`config.mk`:
```
export PLATFORM = sky130hd
export DESIGN_NAME = cfgwin_decoder
export DESIGN_NICKNAME = d
export VERILOG_FILES = /design/src/rtl/cfgwin_pkg.sv /design/src/rtl/cfgwin_regfile.sv /design/src/rtl/cfgwin_decode.sv /design/src/rtl/cfgwin_cmp.sv /design/src/rtl/cfgwin_hole.sv /design/src/rtl/cfgwin_decoder.sv
export SDC_FILE = /design/constraint.sdc
export NUM_CORES = 1
export LEC_CHECK = 0
export ABC_AREA = 1
export BUFFER_PORTS_ARGS = -buffer_cell sky130_fd_sc_hd__buf_2
export CAP_MARGIN = 20
export CORE_AREA = 3 3 154 156
export CTS_CLUSTER_DIAMETER = 60
export DETAILED_ROUTE_END_ITERATION = 8
export DIE_AREA = 0 0 157 159
export PLACE_DENSITY_LB_ADDON = 0.25
export SYNTH_ARGS = -nofsm -noshare
export SYNTH_HDL_FRONTEND = slang
export SYNTH_SLANG_ARGS = --single-unit
```
`constraint.sdc`:
```
create_clock -name clk -period 4.3 [get_ports clk]
set_clock_uncertainty 0.1 [all_clocks]
set_input_delay 0.86 -clock clk [delete_from_list [all_inputs] [get_ports clk]]
set_output_delay 0.86 -clock clk [all_outputs]
set_load 0.02 [all_outputs]
```
`src/rtl/cfgwin_pkg.sv`:
```
package cfgwin_pkg;

  typedef enum logic [1:0] {
    WSZ_256M = 2'b00,
    WSZ_128M = 2'b01,
    WSZ_64M  = 2'b10,
    WSZ_RSVD = 2'b11
  } win_size_e;

  localparam int unsigned EN_POS   = 0;
  localparam int unsigned SIZE_LSB = 1;
  localparam int unsigned SIZE_W   = 2;
  localparam int unsigned SIZE_STEPS = 3;

endpackage

```
`src/rtl/cfgwin_regfile.sv`:
```
module cfgwin_regfile #(
  parameter int unsigned DW       = 64,
  parameter logic [DW-1:0] IMPL   = '1,
  parameter logic [DW-1:0] RST_VAL = '0
) (
  input  logic                clk,
  input  logic                rst_n,
  input  logic                wr_en,
  input  logic [DW/8-1:0]     wr_be,
  input  logic [DW-1:0]       wr_data,
  output logic [DW-1:0]       reg_q
);
  localparam int unsigned NB = DW / 8;

  for (genvar i = 0; i < NB; i++) begin : g_lane
    localparam logic [7:0] LANE_IMPL = IMPL[8*i +: 8];
    localparam logic [7:0] LANE_RST  = RST_VAL[8*i +: 8] & LANE_IMPL;
    logic [7:0] lane_q;

    always_ff @(posedge clk) begin
      if (!rst_n) begin
        lane_q <= LANE_RST;
      end else if (wr_en && wr_be[i]) begin
        lane_q <= wr_data[8*i +: 8] & LANE_IMPL;
      end
    end

    assign reg_q[8*i +: 8] = lane_q;
  end
endmodule

```
`src/rtl/cfgwin_decode.sv`:
```
module cfgwin_decode
  import cfgwin_pkg::*;
#(
  parameter int unsigned AW        = 64,
  parameter int unsigned BASE_HI   = 35,
  parameter int unsigned MAX_SHIFT = 28
) (
  input  logic [AW-1:0] reg_q,
  output logic          win_en,
  output logic [AW-1:0] win_base,
  output logic [AW-1:0] win_len
);
  win_size_e    code;
  logic         valid;
  int           sh;
  logic [AW-1:0] mask;

  assign code = win_size_e'(reg_q[SIZE_LSB +: SIZE_W]);

  always_comb begin
    valid = 1'b1;
    sh    = MAX_SHIFT;
    unique case (code)
      WSZ_256M: sh = MAX_SHIFT;
      WSZ_128M: sh = MAX_SHIFT - 1;
      WSZ_64M:  sh = MAX_SHIFT - 2;
      default: begin
        valid = 1'b0;
        sh    = MAX_SHIFT;
      end
    endcase
  end

  always_comb begin
    for (int b = 0; b < AW; b++) begin
      mask[b] = (b >= sh) && (b <= BASE_HI);
    end
  end

  assign win_en   = valid && reg_q[EN_POS];
  assign win_base = valid ? (reg_q & mask) : '0;
  assign win_len  = valid ? (AW'(1) << sh) : '0;
endmodule

```
`src/rtl/cfgwin_cmp.sv`:
```
module cfgwin_cmp #(
  parameter int unsigned AW = 64
) (
  input  logic [AW-1:0] addr,
  input  logic          en,
  input  logic [AW-1:0] base,
  input  logic [AW-1:0] len,
  output logic          hit
);
  logic [AW-1:0] limit;
  logic          above_lo;
  logic          below_hi;

  assign limit    = base + len;
  assign above_lo = (addr >= base);
  assign below_hi = (addr < limit);
  assign hit      = en && above_lo && below_hi;
endmodule

```
`src/rtl/cfgwin_hole.sv`:
```
module cfgwin_hole #(
  parameter int unsigned    AW       = 64,
  parameter logic [AW-1:0]  DFLT     = '0
) (
  input  logic          en,
  input  logic [AW-1:0] base,
  input  logic [AW-1:0] len,
  output logic [AW-1:0] hole
);
  assign hole = en ? (base + len) : DFLT;
endmodule

```
`src/rtl/cfgwin_decoder.sv`:
```
module cfgwin_decoder #(
  parameter int unsigned   ADDR_W    = 64,
  parameter int unsigned   BASE_HI   = 35,
  parameter int unsigned   MAX_SHIFT = 28,
  parameter logic [63:0]   RST_BASE  = 64'h0000_0000_B000_0000
) (
  input  logic              clk,
  input  logic              rst_n,
  input  logic              wr_en,
  input  logic [ADDR_W/8-1:0] wr_be,
  input  logic [ADDR_W-1:0] wr_data,
  output logic [ADDR_W-1:0] rd_data,
  input  logic [ADDR_W-1:0] chk_addr,
  output logic              win_hit,
  output logic              win_en,
  output logic [ADDR_W-1:0] win_base,
  output logic [ADDR_W-1:0] win_len,
  output logic [ADDR_W-1:0] hole_start
);
  import cfgwin_pkg::*;

  localparam int unsigned MIN_SHIFT = MAX_SHIFT - (SIZE_STEPS - 1);

  function automatic logic [ADDR_W-1:0] impl_bits();
    logic [ADDR_W-1:0] m;
    m = '0;
    m[EN_POS] = 1'b1;
    for (int b = 0; b < int'(SIZE_W); b++) m[SIZE_LSB + b] = 1'b1;
    for (int b = MIN_SHIFT; b <= int'(BASE_HI); b++) m[b] = 1'b1;
    return m;
  endfunction

  localparam logic [ADDR_W-1:0] IMPL    = impl_bits();
  localparam logic [ADDR_W-1:0] RST_VAL = ADDR_W'(RST_BASE);

  logic [ADDR_W-1:0] reg_q;

  cfgwin_regfile #(
    .DW(ADDR_W), .IMPL(IMPL), .RST_VAL(RST_VAL)
  ) u_reg (
    .clk(clk), .rst_n(rst_n), .wr_en(wr_en), .wr_be(wr_be),
    .wr_data(wr_data), .reg_q(reg_q)
  );

  cfgwin_decode #(
    .AW(ADDR_W), .BASE_HI(BASE_HI), .MAX_SHIFT(MAX_SHIFT)
  ) u_dec (
    .reg_q(reg_q), .win_en(win_en), .win_base(win_base), .win_len(win_len)
  );

  cfgwin_cmp #(.AW(ADDR_W)) u_cmp (
    .addr(chk_addr), .en(win_en), .base(win_base), .len(win_len), .hit(win_hit)
  );

  cfgwin_hole #(.AW(ADDR_W), .DFLT(RST_VAL)) u_hole (
    .en(win_en), .base(win_base), .len(win_len), .hole(hole_start)
  );

  assign rd_data = reg_q;
endmodule

```
==> results of run 1 <==
-- critical path, stage by stage (launching register included) --
cell and delay, ns:
dfxtp_4 0.37, inv_4 0.05, ha_4 0.27, nor2_4 0.04, inv_2 0.06, buf_6 0.09, nor2_4 0.04, buf_6 0.12
ha_4 0.28, buf_6 0.11, nand2_4 0.05, nor3_2 0.17, nand2_2 0.08, nand2_2 0.08, xor2_2 0.21, ha_4 0.25
and3_4 0.16, nand2_4 0.06, a31oi_4 0.08, nor2_2 0.12, nand2_2 0.07, nor2_2 0.09, buf_6 0.13
-- worst paths after layout --
path                                  start                        end  slack [ns]  cells past startpoint
setup reg to reg  u_reg.g_lane[0].lane_q[1]  u_reg.g_lane[0].lane_q[1]        3.32                      4
hold / removal    u_reg.g_lane[3].lane_q[7]  u_reg.g_lane[3].lane_q[7]        0.40                      2
setup / recovery  u_reg.g_lane[0].lane_q[2]                    win_hit        0.13                     22
hold reg to reg   u_reg.g_lane[3].lane_q[7]  u_reg.g_lane[3].lane_q[7]        0.40                      2
-- cell families (layout without fill, tap and decap cells) --
| family | count (synthesis) | after routing | share of synthesized area (%) |
|---|---|---|---|
| AO/OA/AOI/OAI | 36 | 36 | 5.56 |
| XOR/XNOR | 6 | 6 | 1.76 |
| adder cells (fa/ha/maj) | 34 | 34 | 12.7 |
| buffers and inverters | 270 | 226 | 53.5 |
| flip-flops | 13 | 13 | 7.61 |
| other | 1 | 216 | 0.110 |
| AND/OR/NAND/NOR | 145 | 145 | 18.8 |
-- area by class of cell --
class,count,area [sq um]
Clock buffer,4,78.8
Fill cell,2599,18100
Inverter,52,203
Multi-Input combinational cell,437,2460
Sequential cell,13,268
Tap cell,285,357
Timing Repair Buffer,170,991
-- synthesized netlist by cell type (3+ instances only) --
cell,n,area [sq um]
buf_4,217,1630
nand2_1,62,233
nor2_1,52,195
inv_1,49,184
ha_1,33,413
a21oi_1,17,85.1
dfxtp_1,13,260
o21ai_0,13,65.1
nand3_1,8,40.0
xnor2_1,4,35.0
nand2_2,3,18.8
nand4_1,3,18.8
nor2_2,3,18.8
-- metal layers --
metal	part of all wire [%]	vias to the layer above	GRT usage (%)	routed length, um
li1	-	1473	-	-
met1	40	1232	8.18	3770
met2	49	186	11.5	4610
met3	9.9	2	1.39	926
met4	0.45	0	0.955	42
met5	0	-	0	0
-- repair_timing --
item / in CTS / in global routing
setup buffers: 5 / 9
pin swaps: 16 / 26
gates resized for setup: 37 / 41
endpoints found under the setup margin: 1 / 1
-- where the power goes --
| group | switching [mW] | internal [mW] | leakage (nW) |
|---|---|---|---|
| logic | 0.369 | 0.182 | 2.32 |
| clock network | 0.0461 | 0.125 | 0.0382 |
| registers | 0.00833 | 0.129 | 0.109 |
| total | 0.423 | 0.435 | 2.47 |
==> out/results.ini, run 1 <==
[run_status]
status = completed

[floorplanning]
die-area_sq_mm = 0.0250
die_w_um = 157
ioPinCount = 397
initial_utilization_pct = 15.2
core.rowCount = 55
die_h_um = 159
coreArea_sq_mm = 0.0225

[global_routing]
track_usage_pct = 6.48
grt_max_degree = 14
grt_pass1_wl_mm = 13.1
gr-total-overflow = 0
grt_pass1_vias = 2470
antenna_found_initial = 0

[synth]
synthesis.area_sq_mm = 0.00342
ys_warn_count = 0
ys_seq_area_share_pct = 7.61
synth-seq-cells = 13
synth_cell_types = 35
synthFlopType = dfxtp_1
async_reset_ff_share_pct = 0
syn_inst = 505
synth-edff-count = 0
syn_area_per_cell_sq_um = 6.77

[routing]
vias = 2893
drcViolationCount = 0
drt_iter0_drc = 50
detail_route.first_pass.iterations = 6
wire_per_inst_um = 9.72
wirelength_mm = 9.35
via_per_inst = 3.01
final_antenna_net_count = 0

[clocking]
clockBufferDepth = 2
cts_tree = yes
path_clk_slew_ns = 0.04
clock-sinks = 13
clock_latency_ns = 0.24
numCtsBuffers = 3
cts_hold_repair.buffers = 0
htreeDepth = 1
cts_root_buf = clkbuf_16

[pwr]
p_leak_nw = 2.47
total_power_mw = 0.858
vdd_drop_max_v = 0.000184
cellPowerDensity_mw_per_mm2 = 197

[placement]
preCtsSetupSlack_ns = -0.0887
portBuffers = 124
gp_congestion = 0.700
placed_cell_area_sq_mm = 0.00383
placed_cells = 944
dp_hpwl_mm = 8.55

[setup_path]
path_class = reg2out
worst_ep_required_time_ns = 3.34
critPathArrivalTime_ns = 3.21
path_max_fanout = 4
start_kind = flop
worst_setup_path_end_kind = primary output

[min_path]
hold_class = reg2reg

[sta]
min_period_ns = 4.17
fin_crit_sh_pct = 97.1
drv_slew = 0
setup_tns_ns = 0
rsz0062_at_grt = true
hold_ws_ns = 0.404
fmaxAchievable_ghz = 0.240
hold_violations = 0
setup_viol = 0
postLayoutSetupSlackWorst_ns = 0.125

[layout]
final_cell_mix = conb_1 (216), buf_2 (123), nand2_1 (49)
final_common_cell = conb_1
fin_util_pct = 19.3
diodes = 0
top_register = u_reg.g_lane.lane_q
final_cells = 961
fin_area_sq_mm = 0.00435
largest_reg_flops = 13
final_nets = 850
drive_gt1_share_pct = 36.2
area_growth_pct = 27.3
top_regs = u_reg.g_lane.lane_q x13

[run]
maxCapViolations = 0

(Power assumes the default switching activity.)
==> run 2: changes to the inputs <==
- clock period: 4.3 -> 4.1 ns (I/O delays scaled with it)
==> run 2 against run 1 <==
- first-iteration DRC count grew 6.0%
- global-route usage is essentially flat
- sequential power grew 5%
- non-clock buffer count grew 7
- register-to-register slack lost 0.14 ns
- largest cell class unchanged
- setup slack lost 0.066 ns
- cell area grew 1.8%
- sequential share of layout area shrank 0.16 points
- die area is the same
==> out/results.ini, run 2 (synthesis results as in run 1) <==
[setup_path]
start_kind = flop  ; unchanged
crit_family = buffers and inverters  ; was simple AND/OR/NAND/NOR gates
worst_setup_path_end_kind = primary output  ; unchanged
worst_ep_required_time_ns = 3.18  ; was 3.34 ns
cp_num_buf_inv = 7  ; was 6
critPathArrivalTime_ns = 3.12  ; was 3.21 ns
path_class = reg2out  ; unchanged
crit_slowest_cell = dfxtp_4  ; unchanged
max_stage_delay_ns = 0.35  ; was 0.37 ns
worstPathCellList = buf_6, ha_4, buf_8, inv_8, nand3_4, inv_4, ha_4, a21oi_2, nand2_2, nand2_1, nand2_2, buf_4, xnor2_2, ha_1, buf_4, a211oi_2, a21oi_2, nor2_4, buf_6  ; was inv_4, ha_4, nor2_4, inv_2, buf_6, nor2_4, buf_6, ha_4, buf_6, nand2_4, nor3_2, nand2_2, nand2_2, xor2_2, ha_4, and3_4, nand2_4, a31oi_4, nor2_2, nand2_2, nor2_2, buf_6
path_max_fanout = 5  ; was 4

[clocking]
clockBufferDepth = 2  ; unchanged
path_clk_slew_ns = 0.04  ; about the same
cts_root_buf = clkbuf_16  ; unchanged
clock_latency_ns = 0.24  ; about the same
htreeDepth = 1  ; unchanged
clock-sinks = 13  ; unchanged
cts_tree = yes  ; unchanged
numCtsBuffers = 3  ; unchanged

[routing]
wire_per_inst_um = 9.54  ; was 9.72 um
wirelength_mm = 9.25  ; was 9.35 mm
vias = 2867  ; was 2,893
via_per_inst = 2.96  ; was 3.01
final_antenna_net_count = 0  ; unchanged
drt_iter0_drc = 53  ; was 50
drcViolationCount = 0  ; unchanged
detail_route.first_pass.iterations = 4  ; was 6

[global_routing]
gr-total-overflow = 0  ; unchanged
grt_pass1_wl_mm = 13.2  ; was 13.1 mm
grt_pass1_vias = 2504  ; was 2,470
grt_max_degree = 14  ; unchanged
antenna_found_initial = 0  ; unchanged
track_usage_pct = 6.53  ; was 6.48%

[layout]
fin_util_pct = 19.7  ; was 19.3%
area_growth_pct = 29.6  ; was 27.3%
final_common_cell = conb_1  ; unchanged
multi_input_area_sq_mm = 0.00246  ; about the same
fin_area_sq_mm = 0.00443  ; was 0.00435 sq mm
drive_gt1_share_pct = 36.3  ; was 36.2%
final_cell_mix = conb_1 (216), buf_2 (123), nand2_1 (50)  ; was conb_1 (216), buf_2 (123), nand2_1 (49)
final_nets = 857  ; was 850
fillerInstances = 2560  ; was 2,599
final-seq-area_sq_um = 265  ; was 268 sq um
top_regs = u_reg.g_lane.lane_q x13  ; unchanged
largest_reg_flops = 13  ; unchanged
top_register = u_reg.g_lane.lane_q  ; unchanged

[sta]
hold_violations = 0  ; unchanged
drv_slew = 0  ; unchanged
setup_tns_ns = 0  ; unchanged
postLayoutSetupSlackWorst_ns = 0.0595  ; was 0.125 ns
rsz0062_at_grt = true  ; unchanged
setup_viol = 0  ; unchanged
fmaxAchievable_ghz = 0.247
fin_crit_sh_pct = 98.5
min_period_ns = 4.04

[floorplanning]
die-area_sq_mm = 0.0250  ; unchanged
ioPinCount = 397  ; unchanged
initial_utilization_pct = 15.2  ; unchanged
coreArea_sq_mm = 0.0225  ; unchanged
die_w_um = 157  ; unchanged
die_h_um = 159  ; unchanged
core.rowCount = 55  ; unchanged

[pwr]
vdd_drop_max_v = 0.000208  ; was 0.000184 V
p_leak_nw = 2.49  ; was 2.47 nW
cellPowerDensity_mw_per_mm2 = 208  ; was 197 mW/mm^2
total_power_mw = 0.921  ; was 0.858 mW

[min_path]
hold_class = reg2reg  ; unchanged

[placement]
gp_congestion = 0.716  ; was 0.700
portBuffers = 124  ; unchanged
preCtsSetupSlack_ns = -0.175  ; was -0.0887 ns
placed_cell_area_sq_mm = 0.00389  ; was 0.00383 sq mm
dp_hpwl_mm = 8.46  ; was 8.55 mm

[run_status]
status = completed  ; unchanged

[run]
maxCapViolations = 0  ; unchanged

[run 2: cell types whose count changed in the layout (fill, tap and decap cells not counted), moves of 2 or more]
cell     before  now
inv_2         8    5
nand3_2       3    1
nand3_4       0    2
buf_4        41   47
nor2_1       47   49
[run 2: cell type report]
| type | count | share of cell area [%] |
|---|---|---|
| Sequential cell | 13 | 5.99 |
| Inverter | 52 | 4.80 |
| Clock buffer | 4 | 1.78 |
| Timing Repair Buffer | 177 | 23.7 |
| Antenna cell | 1 | 0.0565 |
| Tap cell | 285 | 8.05 |
| Multi-Input combinational cell | 437 | 55.6 |
[run 2: path summary, 6_finish.rpt]
check / cells after the start / to / slack, ns / start
min: 2 / u_reg.g_lane[3].lane_q[7] / 0.40 / u_reg.g_lane[3].lane_q[7]
min reg2reg: 2 / u_reg.g_lane[3].lane_q[7] / 0.40 / u_reg.g_lane[3].lane_q[7]
max reg2reg: 4 / u_reg.g_lane[0].lane_q[2] / 3.18 / u_reg.g_lane[0].lane_q[2]
max: 19 / win_hit / 0.06 / u_reg.g_lane[0].lane_q[2]
[run 2: repair_timing]
action	in CTS	in global routing
pin swaps	25	30
endpoints found under the setup margin	1	1
gates resized for setup	45	31
hold buffers	0	0
setup buffers	9	6
[run 2: worst register-to-register path: stages, from the launching register on]
cell and delay (ns):
dfxtp_4 0.36, inv_4 0.04, buf_6 0.11, buf_4 0.13, a21oi_1 0.10
[run 2: metal layers]
metal	track usage [%]	share of wire [%]
met1	8.11	40
met3	1.66	10
met2	11.5	49
met4	1.07	0.64
met5	0	0
[run 2: power breakdown]
group	internal, mW	leakage [nW]	switching [mW]	total [mW]
logic	0.206	2.34	0.390	0.596
clock network	0.131	0.0382	0.0503	0.181
registers	0.136	0.108	0.00838	0.144
total	0.472	2.49	0.449	0.921
[run 2: through the flow]
stage	std cells	hold slack [ns]
5_1_grt	968	0.426
3_3_place_gp	950	0.401
6_report	969	0.399
3_5_place_dp	950	0.394
2_1_floorplan	720	0.469
4_1_cts	962	0.402
==> run 3: changes to the inputs <==
- CORE_AREA: 3 3 154 156 -> 3 3 186 188
- DIE_AREA: 0 0 157 159 -> 0 0 189 191
- SKIP_LAST_GASP: default -> 1
- SYNTH_HIERARCHICAL: default -> 1
- clock period: 4.1 -> 4.4 ns (I/O delays scaled with it)
==> run 3 against run 2 <==
- the run now ends with setup timing left
- register-to-register slack better by 0.33 ns
- first-iteration DRC count grew to 33 times the previous value
- clock power is 8% lower
- core utilization is 36 points higher
- clock-buffer cell count stayed put
- via count grew to 7.0 times the previous value
- setup slack worse by 0.43 ns
- sequential power is 8% lower
- critical path type unchanged
==> out/results.ini, run 3 <==
[placement]
dp_hpwl_mm = 61.1  ; was 8.46 mm
gp_congestion = 1.05  ; was 0.716
preCtsSetupSlack_ns = -0.415  ; was -0.175 ns
placed_cells = 3872  ; was 950
portBuffers = 124  ; unchanged

[sta]
drv_slew = 0  ; unchanged
max-slew-margin-rel_pct = 59.4
setup_tns_ns = -0.370  ; was 0 ns
setup_viol = 1  ; was 0
min_period_ns = 4.77
rsz0062_at_grt = true  ; unchanged
fmaxAchievable_ghz = 0.210
hold_violations = 0  ; unchanged
postLayoutSetupSlackWorst_ns = -0.370  ; was 0.0595 ns
fin_crit_sh_pct = 108
tightest_slew_ns = 0.608

[synth]
yosysTopAreaCell = nand2_1  ; was buf_4
async_reset_ff_share_pct = 0  ; unchanged
synth_top_family_by_area = simple AND/OR/NAND/NOR gates  ; was buffers and inverters
synth_mux_area_share_pct = 0  ; unchanged
syn_inst = 3225  ; was 505
synth_compound_area_share_pct = 10.0  ; was 5.56%
synthesis.area_sq_mm = 0.0168  ; was 0.00342 sq mm
netlist.area_leader.share_pct = 25.7  ; was 47.6%
syn_area_per_cell_sq_um = 5.22  ; was 6.77 sq um
yosys.area_share.adder_pct = 19.5  ; was 12.7%
ys_seq_area_share_pct = 1.55  ; was 7.61%
synthFlopType = dfxtp_1  ; unchanged
ys_warn_count = 6  ; was 0
ys_top_cells_by_area = nand2_1 (26%), ha_1 (19%), inv_1 (14%)  ; was buf_4 (48%), ha_1 (12%), dfxtp_1 (7.6%)
synth-edff-count = 0  ; unchanged
synth-seq-cells = 13  ; unchanged
synth_cell_types = 43  ; was 35
synth-simple-area-share_pct = 44.3  ; was 18.8%
synth_common_cells = nand2_1 (1,154), inv_1 (644), nor2_1 (290), ha_1 (259), a21oi_1 (221)  ; was buf_4 (217), nand2_1 (62), nor2_1 (52), inv_1 (49), ha_1 (33)
synth_xor_area_share_pct = 2.34  ; was 1.76%
synth.most_common_cell = nand2_1  ; was buf_4

[floorplanning]
ioPinCount = 397  ; unchanged
die_w_um = 189  ; was 157 um
coreArea_sq_mm = 0.0333  ; was 0.0225 sq mm
core.rowCount = 67  ; was 55
die-area_sq_mm = 0.0361  ; was 0.0250 sq mm
initial_utilization_pct = 50.5  ; was 15.2%
die_h_um = 191  ; was 159 um

[global_routing]
antenna_found_initial = 1  ; was 0
track_usage_pct = 36.6  ; was 6.53%
gr-total-overflow = 0  ; unchanged
grt_max_degree = 51  ; was 14
grt_pass1_wl_mm = 103  ; was 13.2 mm
grt_pass1_vias = 18800  ; was 2,504

[clocking]
clock-sinks = 13  ; unchanged
path_clk_slew_ns = 0.04  ; about the same
numCtsBuffers = 3  ; unchanged
clock_latency_ns = 0.24  ; about the same
clockBufferDepth = 2  ; unchanged
cts_tree = yes  ; unchanged
htreeDepth = 1  ; unchanged
cts_root_buf = clkbuf_16  ; unchanged
cts_hold_repair.buffers = 0  ; unchanged

[run_status]
violations = setup timing
status = complete, but fails checks  ; was completed

[layout]
final_common_cell = nand2_1  ; was conb_1
top_register = u_reg/g_lane.lane_q  ; was u_reg.g_lane.lane_q
final_cells = 3889  ; was 969
largest_reg_flops = 13  ; unchanged
final_cell_mix = nand2_1 (1,131), inv_1 (635), nor2_1 (278)  ; was conb_1 (216), buf_2 (123), nand2_1 (50)
final_nets = 3841  ; was 857
top_regs = u_reg/g_lane.lane_q x13  ; was u_reg.g_lane.lane_q x13
area_growth_pct = 11.1  ; was 29.6%
drive_gt1_share_pct = 13.5  ; was 36.3%

[setup_path]
cp-startpoint = u_reg/g_lane[0].lane_q[1]  ; was u_reg.g_lane[0].lane_q[2]
worst_setup_path_end_kind = primary output  ; unchanged
max_stage_delay_ns = 0.38  ; was 0.35 ns
worstPathCellList = inv_4, ha_4, nand2_2, nor2_4, ha_4, nand2_1, nand2_2, a21oi_4, o21ai_2, a21oi_2, nand2_2, xnor2_2, ha_1, nand2_2, nor2_4, nand2_4, nor4_4, nand2_1, a21oi_2, buf_6, nor2_4, buf_6  ; was buf_6, ha_4, buf_8, inv_8, nand3_4, inv_4, ha_4, a21oi_2, nand2_2, nand2_1, nand2_2, buf_4, xnor2_2, ha_1, buf_4, a211oi_2, a21oi_2, nor2_4, buf_6
start_kind = flop  ; unchanged
critPathArrivalTime_ns = 3.79  ; was 3.12 ns
r2r-start = u_reg/g_lane[0].lane_q[2]  ; was u_reg.g_lane[0].lane_q[2]
path_max_fanout = 4  ; was 5
crit_top_cell = nand2_2
crit_slowest_cell = dfxtp_4  ; unchanged
worst_ep_required_time_ns = 3.42  ; was 3.18 ns
path_class = reg2out  ; unchanged

[routing]
via_per_inst = 5.18  ; was 2.96
wire_per_inst_um = 17.9  ; was 9.54 um
drt_iter0_drc = 1736  ; was 53
final_antenna_net_count = 0  ; unchanged
vias = 20200  ; was 2,867
drcViolationCount = 0  ; unchanged
wirelength_mm = 69.8  ; was 9.25 mm
detail_route.first_pass.iterations = 7  ; was 4

[pwr]
cellPowerDensity_mw_per_mm2 = 170  ; was 208 mW/mm^2
vdd_drop_max_v = 0.000259  ; was 0.000208 V
p_leak_nw = 11.4  ; was 2.49 nW

[min_path]
hold_class = reg2reg  ; unchanged
hp-start = u_reg/g_lane[3].lane_q[5]  ; was u_reg.g_lane[3].lane_q[7]

[run]
maxCapViolations = 0  ; unchanged

## run 3: changes by cell type after synthesis, sizes merged, moves of 21 or more
| cell | change |
|---|---|
| xnor2 | +38 |
| inv | +598 |
| nand3b | +27 |
| nand4 | +21 |
| nor3 | +30 |
| nand2 | +1152 |
| nor2 | +274 |
| a21oi | +207 |
| o21ai | +62 |
| ha | +226 |
| buf | -50 |
| nand3 | +94 |
## run 3: cell type report
| cell class | count | area [sq um] |
|---|---|---|
| Antenna cell | 1 | 2.50 |
| Clock buffer | 4 | 78.8 |
| Fill cell | 3553 | 14600 |
| Inverter | 651 | 2450 |
| Multi-Input combinational cell | 2549 | 13900 |
| Sequential cell | 13 | 268 |
| Tap cell | 448 | 561 |
| Timing Repair Buffer | 223 | 1390 |
## run 3: kinds of logic after synthesis
group                    count (synthesis)
XOR/XNOR                                45
AO/OA/AOI/OAI                          323
adder cells (fa/ha/maj)                261
AND/OR/NAND/NOR                       1757
flip-flops                              13
other                                    2
buffers and inverters                  824
## run 3: critical path, delay by kind of cell, from the launching register on
family                     cells  cell delay (ns)
AOI/OAI and AO/OA              4             0.57
xor gates and xnor gates       1             0.19
adders and majority gates      3             0.86
buffers and inverters          3             0.32
DFF                            1             0.38
and+or+nand+nor               11             1.21
## run 3: layer usage
metal,up-vias,global-route usage [%],part of all wire (%)
li1,10000,-,-
met1,9090,47.4,42
met2,872,59.9,43
met3,183,5.79,8.7
met4,2,16.5,5.3
met5,-,0,0.024
## run 3: path summary, 6_finish.rpt
check	to	slack, ns	depth (start not counted)
setup / recovery	win_hit	-0.37	22
hold / removal	u_reg/g_lane[3].lane_q[5]	0.41	2
setup reg to reg	u_reg/g_lane[0].lane_q[2]	3.51	5
hold reg to reg	u_reg/g_lane[3].lane_q[5]	0.41	2
## run 3: where the power goes
group | internal (mW) | switching, mW
logic | 0.976 | 1.90
clock network | 0.122 | 0.0450
registers | 0.126 | 0.00724
total | 1.22 | 1.95
## run 3: per-stage QoR
stage | utilization [%] | power [mW] | instance area [sq um] | hold WS [ns]
2_1_floorplan | - | 2.07 | 17500 | 0.456
3_3_place_gp | 54.1 | 2.31 | 18000 | 0.384
3_5_place_dp | 54.1 | 2.35 | 18000 | 0.395
4_1_cts | 54.9 | 2.56 | 18300 | 0.402
5_1_grt | 56.1 | 3.46 | 18700 | 0.421
6_report | 56.1 | 3.18 | 18700 | 0.413
## run 3: timing repair
action,CTS,global route
setup endpoints to repair,1,2
cloned,0,0
resized for setup,37,87
pin swaps,11,59
buffers inserted,3,11
